### src/rtl/clamp_pkg.sv
package clamp_pkg;

  typedef enum logic [1:0] {
    ST_IDLE = 2'd0,
    ST_WAIT = 2'd1,
    ST_HOLD = 2'd2
  } clampState_e;

  typedef struct packed {
    logic loadPlace;
    logic loadWidth;
    logic widthFromLive;
    logic decr;
    logic clampNext;
  } clampStrobe_t;

endpackage

### src/rtl/clamp_ctrl.sv
module clamp_ctrl
  import clamp_pkg::*;
#(
  parameter int CNT_W = 8
) (
  input  logic             clk,
  input  logic             rstN,
  input  logic             syncIn,
  input  logic             syncActHigh,
  input  logic             extClampIn,
  input  logic             extClampActHigh,
  input  logic             useExtClamp,
  input  logic [CNT_W-1:0] placeCnt,
  input  logic [CNT_W-1:0] widthCnt,
  input  logic             cntZero,
  output clampStrobe_t     strb
);

  clampState_e state, nextState;
  logic syncActive, prevActive, trailEdge, extActive;

  assign syncActive = syncIn ~^ syncActHigh;
  assign extActive  = extClampIn ~^ extClampActHigh;
  assign trailEdge  = prevActive & ~syncActive;

  always_ff @(posedge clk) begin
    if (!rstN) begin
      prevActive <= 1'b0;
      state      <= ST_IDLE;
    end else begin
      prevActive <= syncActive;
      state      <= nextState;
    end
  end

  always_comb begin
    strb      = '0;
    nextState = state;
    if (useExtClamp) begin
      nextState      = ST_IDLE;
      strb.clampNext = extActive & ~syncActive;
    end else if (syncActive) begin
      nextState = ST_IDLE;
    end else if (trailEdge) begin
      if (widthCnt == '0) begin
        nextState = ST_IDLE;
      end else if (placeCnt == '0) begin
        nextState          = ST_HOLD;
        strb.loadWidth     = 1'b1;
        strb.widthFromLive = 1'b1;
        strb.clampNext     = 1'b1;
      end else begin
        nextState      = ST_WAIT;
        strb.loadPlace = 1'b1;
      end
    end else begin
      unique case (state)
        ST_WAIT: begin
          if (cntZero) begin
            nextState      = ST_HOLD;
            strb.loadWidth = 1'b1;
            strb.clampNext = 1'b1;
          end else begin
            strb.decr = 1'b1;
          end
        end
        ST_HOLD: begin
          if (cntZero) begin
            nextState = ST_IDLE;
          end else begin
            strb.decr      = 1'b1;
            strb.clampNext = 1'b1;
          end
        end
        default: nextState = ST_IDLE;
      endcase
    end
  end

  AST_HOLD_ENTRY: assert property (@(posedge clk) disable iff (!rstN)
    (state == ST_HOLD && $past(state) != ST_HOLD) |-> ($past(trailEdge) || $past(state) == ST_WAIT));

  AST_ZERO_WIDTH_IDLE: assert property (@(posedge clk) disable iff (!rstN)
    (trailEdge && !useExtClamp && widthCnt == '0) |=> (state == ST_IDLE));

endmodule

### src/rtl/clamp_datapath.sv
module clamp_datapath
  import clamp_pkg::*;
#(
  parameter int CNT_W  = 8,
  parameter int PIX_W  = 8,
  parameter int NUM_CH = 3
) (
  input  logic                    clk,
  input  logic                    rstN,
  input  clampStrobe_t            strb,
  input  logic [CNT_W-1:0]        placeCnt,
  input  logic [CNT_W-1:0]        widthCnt,
  input  logic [NUM_CH-1:0]       midSel,
  output logic                    cntZero,
  output logic                    clampOut,
  output logic [NUM_CH*PIX_W-1:0] clampTarget
);

  localparam logic [PIX_W-1:0] MID_CODE  = PIX_W'(1) << (PIX_W - 1);
  localparam logic [PIX_W-1:0] ZERO_CODE = '0;

  logic [CNT_W-1:0] cnt, widthHold, widthSrc;

  assign widthSrc = strb.widthFromLive ? widthCnt : widthHold;
  assign cntZero  = (cnt == '0);

  always_ff @(posedge clk) begin
    if (!rstN) begin
      cnt       <= '0;
      widthHold <= '0;
      clampOut  <= 1'b0;
    end else begin
      clampOut <= strb.clampNext;
      if (strb.loadPlace) begin
        cnt       <= placeCnt - CNT_W'(1);
        widthHold <= widthCnt;
      end else if (strb.loadWidth) begin
        cnt <= widthSrc - CNT_W'(1);
      end else if (strb.decr) begin
        cnt <= cnt - CNT_W'(1);
      end
    end
  end

  for (genvar ch = 0; ch < NUM_CH; ch++) begin : g_target
    assign clampTarget[ch*PIX_W +: PIX_W] = midSel[ch] ? MID_CODE : ZERO_CODE;
  end

  AST_CNT_DECR: assert property (@(posedge clk) disable iff (!rstN)
    ($past(strb.decr) && !$past(strb.loadPlace) && !$past(strb.loadWidth)) |-> (cnt == $past(cnt) - CNT_W'(1)));

endmodule

### src/rtl/clamp_window_top.sv
module clamp_window_top
  import clamp_pkg::*;
#(
  parameter int CNT_W  = 8,
  parameter int PIX_W  = 8,
  parameter int NUM_CH = 3
) (
  input  logic                    clk,
  input  logic                    rstN,
  input  logic                    syncIn,
  input  logic                    syncActHigh,
  input  logic                    extClampIn,
  input  logic                    extClampActHigh,
  input  logic                    useExtClamp,
  input  logic [CNT_W-1:0]        placeCnt,
  input  logic [CNT_W-1:0]        widthCnt,
  input  logic [NUM_CH-1:0]       midSel,
  output logic                    clampOut,
  output logic [NUM_CH*PIX_W-1:0] clampTarget
);

  clampStrobe_t strb;
  logic cntZero;

  clamp_ctrl #(.CNT_W(CNT_W)) u_ctrl (
    .clk(clk), .rstN(rstN), .syncIn(syncIn), .syncActHigh(syncActHigh),
    .extClampIn(extClampIn), .extClampActHigh(extClampActHigh),
    .useExtClamp(useExtClamp), .placeCnt(placeCnt), .widthCnt(widthCnt),
    .cntZero(cntZero), .strb(strb)
  );

  clamp_datapath #(.CNT_W(CNT_W), .PIX_W(PIX_W), .NUM_CH(NUM_CH)) u_dp (
    .clk(clk), .rstN(rstN), .strb(strb), .placeCnt(placeCnt),
    .widthCnt(widthCnt), .midSel(midSel), .cntZero(cntZero),
    .clampOut(clampOut), .clampTarget(clampTarget)
  );

  AST_SYNC_BLOCKS: assert property (@(posedge clk) disable iff (!rstN)
    (syncIn == syncActHigh) |=> !clampOut);

  AST_EXT_FOLLOW: assert property (@(posedge clk) disable iff (!rstN)
    useExtClamp |=> (clampOut == ($past(extClampIn == extClampActHigh) && !$past(syncIn == syncActHigh))));

endmodule

### config.mk
export PLATFORM = sky130hd
export DESIGN_NAME = clamp_window_top
export DESIGN_NICKNAME = d
export VERILOG_FILES = /design/src/rtl/clamp_pkg.sv /design/src/rtl/clamp_ctrl.sv /design/src/rtl/clamp_datapath.sv /design/src/rtl/clamp_window_top.sv
export SDC_FILE = /design/constraint.sdc
export NUM_CORES = 1
export LEC_CHECK = 0
export ABC_AREA = 1
export BUFFER_PORTS_ARGS = -buffer_cell sky130_fd_sc_hd__buf_2
export CAP_MARGIN = 10
export CORE_MARGIN = 2
export CORE_UTILIZATION = 50
export DETAILED_ROUTE_END_ITERATION = 10
export GPL_TIMING_DRIVEN = 1
export MAX_ROUTING_LAYER = met4
export PLACE_DENSITY = 0.78
export SYNTH_ARGS = -nofsm -noshare
export SYNTH_HDL_FRONTEND = slang
export SYNTH_HIERARCHICAL = 1
export SYNTH_SLANG_ARGS = --single-unit
### constraint.sdc
create_clock -name clk -period 6.7 [get_ports clk]
set_input_delay 0.67 -clock clk [delete_from_list [all_inputs] [get_ports clk]]
set_output_delay 0.67 -clock clk [all_outputs]
set_load 0.03 [all_outputs]
==> metrics <==
Crit path max-delay family=simple AND/OR/NAND/NOR gates; cell area after layout=1723 sq um; worst slew pin tran=0.6366 ns; outcome=completed; Peak VDD IR=125.5 uV; final setup TNS=0 ns; Synth Area in XOR/XNOR=0.5307%; DRT Pass-1 Iters=4; Worst-Skew Late Latency=0.31 ns; Post-CTS Setup Inserts=0; PD cells=150.2 nW/um^2; sequential fraction of the synthesis area=24.26%; largest buffer count on any clock path=2; CTS tree=done; IO Pins=51; leakage power=0.9928 nW; all-layer global routing usage=20.35%; Syn. warnings=6; mapped cell area=1650 sq um; Worst Path Class, Setup=reg2reg; Yosys cell types=31; Clock Skew=0.01023 ns; Crit Path Max Fanout=8; Synth Area in Compound Gates=11.60%; Worst EP arrival=3.31 ns; Hold Crit Class=reg2reg; vias in the first global route=1,382; final worst-path cycle share=45.56%; DRC=0; WP data required=6.95 ns; vias per cell=4.622; # diodes=0; I/O Buffers=23; min Tclk post-route=3.052 ns; Slew Limit Fails=0; worst path cell trace=or4_1, nor4_1, nand3_1, a21oi_1, inv_1, nor2_2, nand3_1, nand3_1, inv_1, ha_1, inv_1, nor2_1, nand2_1, o21ai_0, nand3_1, nand3_1, inv_1; Root Driver=clkbuf_4; number of CTS-inserted buffers=3; antenna violations before repair=0; final setup violation count=0; drt wl/cell=9.926 microns; final hold violations=0; max cap viols=0; fillers=359; Adder-Cell Fraction of Synth Area=3.033%; Buf/Inv on CP=4; Post-DP HPWL=2603 microns; post-route ant nets=0; CTS Sinks=20; fmax=327.6 MHz; first-pass GRT wire length=5554 microns; Nets=324; largest net degree at the start of global routing=25; Avg Inst Size Synth=6.023 sq um; die width=61.45 microns; Non-Filler Instances=336; via count=1,553; most frequent CP cell=nand3_1; Cell Rows=20; Detailed Route Iter0 Violations=41; Initial Util=53.19%; die area=3776 sq um; RSZ-0062 raised after global routing=no; GR Overflow Total=0; largest family of logic cells by synthesized area=simple AND/OR/NAND/NOR gates; Post-Place Cell Area=1700 sq um; layout cells sized above 1=14.04%; Post-Synth Simple-Gate Area=37.38%; hold_buf cts=0; clk slew on worst S/H paths=0.12 ns; multiplexer share of the synthesized area=0%; core area=3103 sq um; synthesis-stage register bit count=20; worst relative slew slack=57.41%; RD Place Congestion=0.8749; Max stage delay on crit path=0.54 ns; dpl cells=333; Routed WL=3335 microns; area grow syn2layout=4.397%; CP startpoint kind=flop; Critical Path Sink Type=flop; Post-CTS Resized=0; Mapped Cells=274; htree depth=1; Die Ht=61.45 microns; Slowest-stage cell, CP=or4_1
[layer usage]
metal	GRT usage (%)	up-vias	part of all wire [%]
li1	-	834	-
met1	23.86	669	47
met2	34.95	46	47
met3	4.622	4	5.0
met4	5.471	0	0.99
met5	-	-	0
[flip-flops by register name, indices dropped and copies added (netlist names)]
name / flops
u_dp/cnt: 8
u_ctrl/state: 2
u_dp/widthHold: 8
u_dp/clampOut: 1
u_ctrl/prevActive: 1
[placed cells by master, fill, tap and decap left out]
| master | netlist | layout |
|---|---|---|
| xor2_1 | 1 | 1 |
| ha_1 | 4 | 4 |
| buf_4 | 24 | 1 |
| o21ai_0 | 18 | 18 |
| inv_1 | 45 | 45 |
| a31oi_1 | 1 | 1 |
| nor4_1 | 1 | 1 |
| or4_1 | 1 | 1 |
| nor4_2 | 1 | 1 |
| nor2_2 | 4 | 4 |
| a21boi_0 | 1 | 1 |
| or2_1 | 1 | 1 |
| nand3_1 | 17 | 17 |
| buf_2 | 3 | 23 |
| dfxtp_1 | 20 | 20 |
| nand3_4 | 1 | 1 |
| nand3b_1 | 1 | 1 |
| a21oi_1 | 16 | 16 |
| or2_0 | 1 | 1 |
| clkbuf_4 | 0 | 3 |
| nor2_1 | 36 | 36 |
| nand2_4 | 2 | 2 |
| nand2_2 | 1 | 1 |
| nand3_2 | 1 | 1 |
| a21boi_1 | 1 | 1 |
| nand2_1 | 63 | 63 |
| conb_1 | 1 | 21 |
| or2_2 | 1 | 1 |
| nor2b_4 | 1 | 1 |
| inv_2 | 2 | 2 |
| nand4_1 | 2 | 2 |
[kinds of logic after synthesis]
kind of cell,Yosys count
compound gates,37
xor+xnor,1
fa+ha+maj,4
buf+inv,76
flops,20
other cells,1
simple gates,135
[final cells by class]
class                   instances  area, sq um  area share (%)
well taps                      44        55.05           3.195
multi-input cells             198        945.9           54.90
inverters                      47        176.4           10.24
repair buffers                 24        122.6           7.117
flip-flops and latches         20        400.4           23.24
clock buffers                   3        22.52           1.307
[power breakdown]
| group | internal, mW | leakage (nW) | switching [mW] |
|---|---|---|---|
| Clock | 0.0210 | 0.0138 | 0.0382 |
| Combinational | 0.0214 | 0.816 | 0.0516 |
| Sequential | 0.124 | 0.163 | 0.00279 |
[tightest hold or removal path: stages, from the launching register on]
cell,delay [ns]
dfxtp_1,0.32
inv_1,0.07
a21oi_1,0.07
[per-stage QoR]
stage          setup slack (ns)  hold slack, ns  power (mW)  util, %
3_3_place_gp              3.579          0.4643      0.2008    54.80
4_1_cts                   3.680          0.4875      0.2605    55.52
3_5_place_dp              3.535          0.4699      0.2016    54.80
5_1_grt                   3.292          0.5104      0.2768    55.52
2_1_floorplan             4.041          0.4336      0.1973        -
6_report                  3.648          0.4842      0.2588    55.52
[path summary, 6_finish.rpt]
| check | cells after the start | endpoint | slack (ns) | from |
|---|---|---|---|---|
| min reg2reg | 2 | u_dp/widthHold[6]$_SDFFE_PN0P_ | 0.48 | u_dp/widthHold[6]$_SDFFE_PN0P_ |
| max | 17 | u_dp/cnt[4]$_SDFFE_PN0P_ | 3.65 | u_dp/cnt[2]$_SDFFE_PN0P_ |
| max reg2reg | 17 | u_dp/cnt[4]$_SDFFE_PN0P_ | 3.65 | u_dp/cnt[2]$_SDFFE_PN0P_ |
| min | 2 | u_dp/widthHold[6]$_SDFFE_PN0P_ | 0.48 | u_dp/widthHold[6]$_SDFFE_PN0P_ |
[Yosys cell counts]
library cell	n	area [sq um]
inv_1	45	168.9
nor2b_4	1	13.76
a21boi_1	1	7.510
inv_2	2	7.510
clkbuf_1	2	7.510
nand3b_1	1	7.510
a21oi_1	16	80.08
o21ai_0	18	90.09
or2_0	1	6.260
or2_1	1	6.260
xor2_1	1	8.760
buf_4	24	180.2
buf_2	3	15.01
nand3_1	17	85.08
or4_1	1	7.510
nand4_1	2	12.51
nand3_4	1	17.52
nor4_2	1	12.51
nor4_1	1	6.260
a21boi_0	1	7.510
nand2_2	1	6.260
nand2_1	63	236.5
nor2_2	4	25.02
dfxtp_1	20	400.4
a31oi_1	1	6.260
conb_1	1	3.750
nand3_2	1	10.01
or2_2	1	6.260
nor2_1	36	135.1
nand2_4	2	22.52
ha_1	4	50.05
Power figures use the tool's default switching activity.
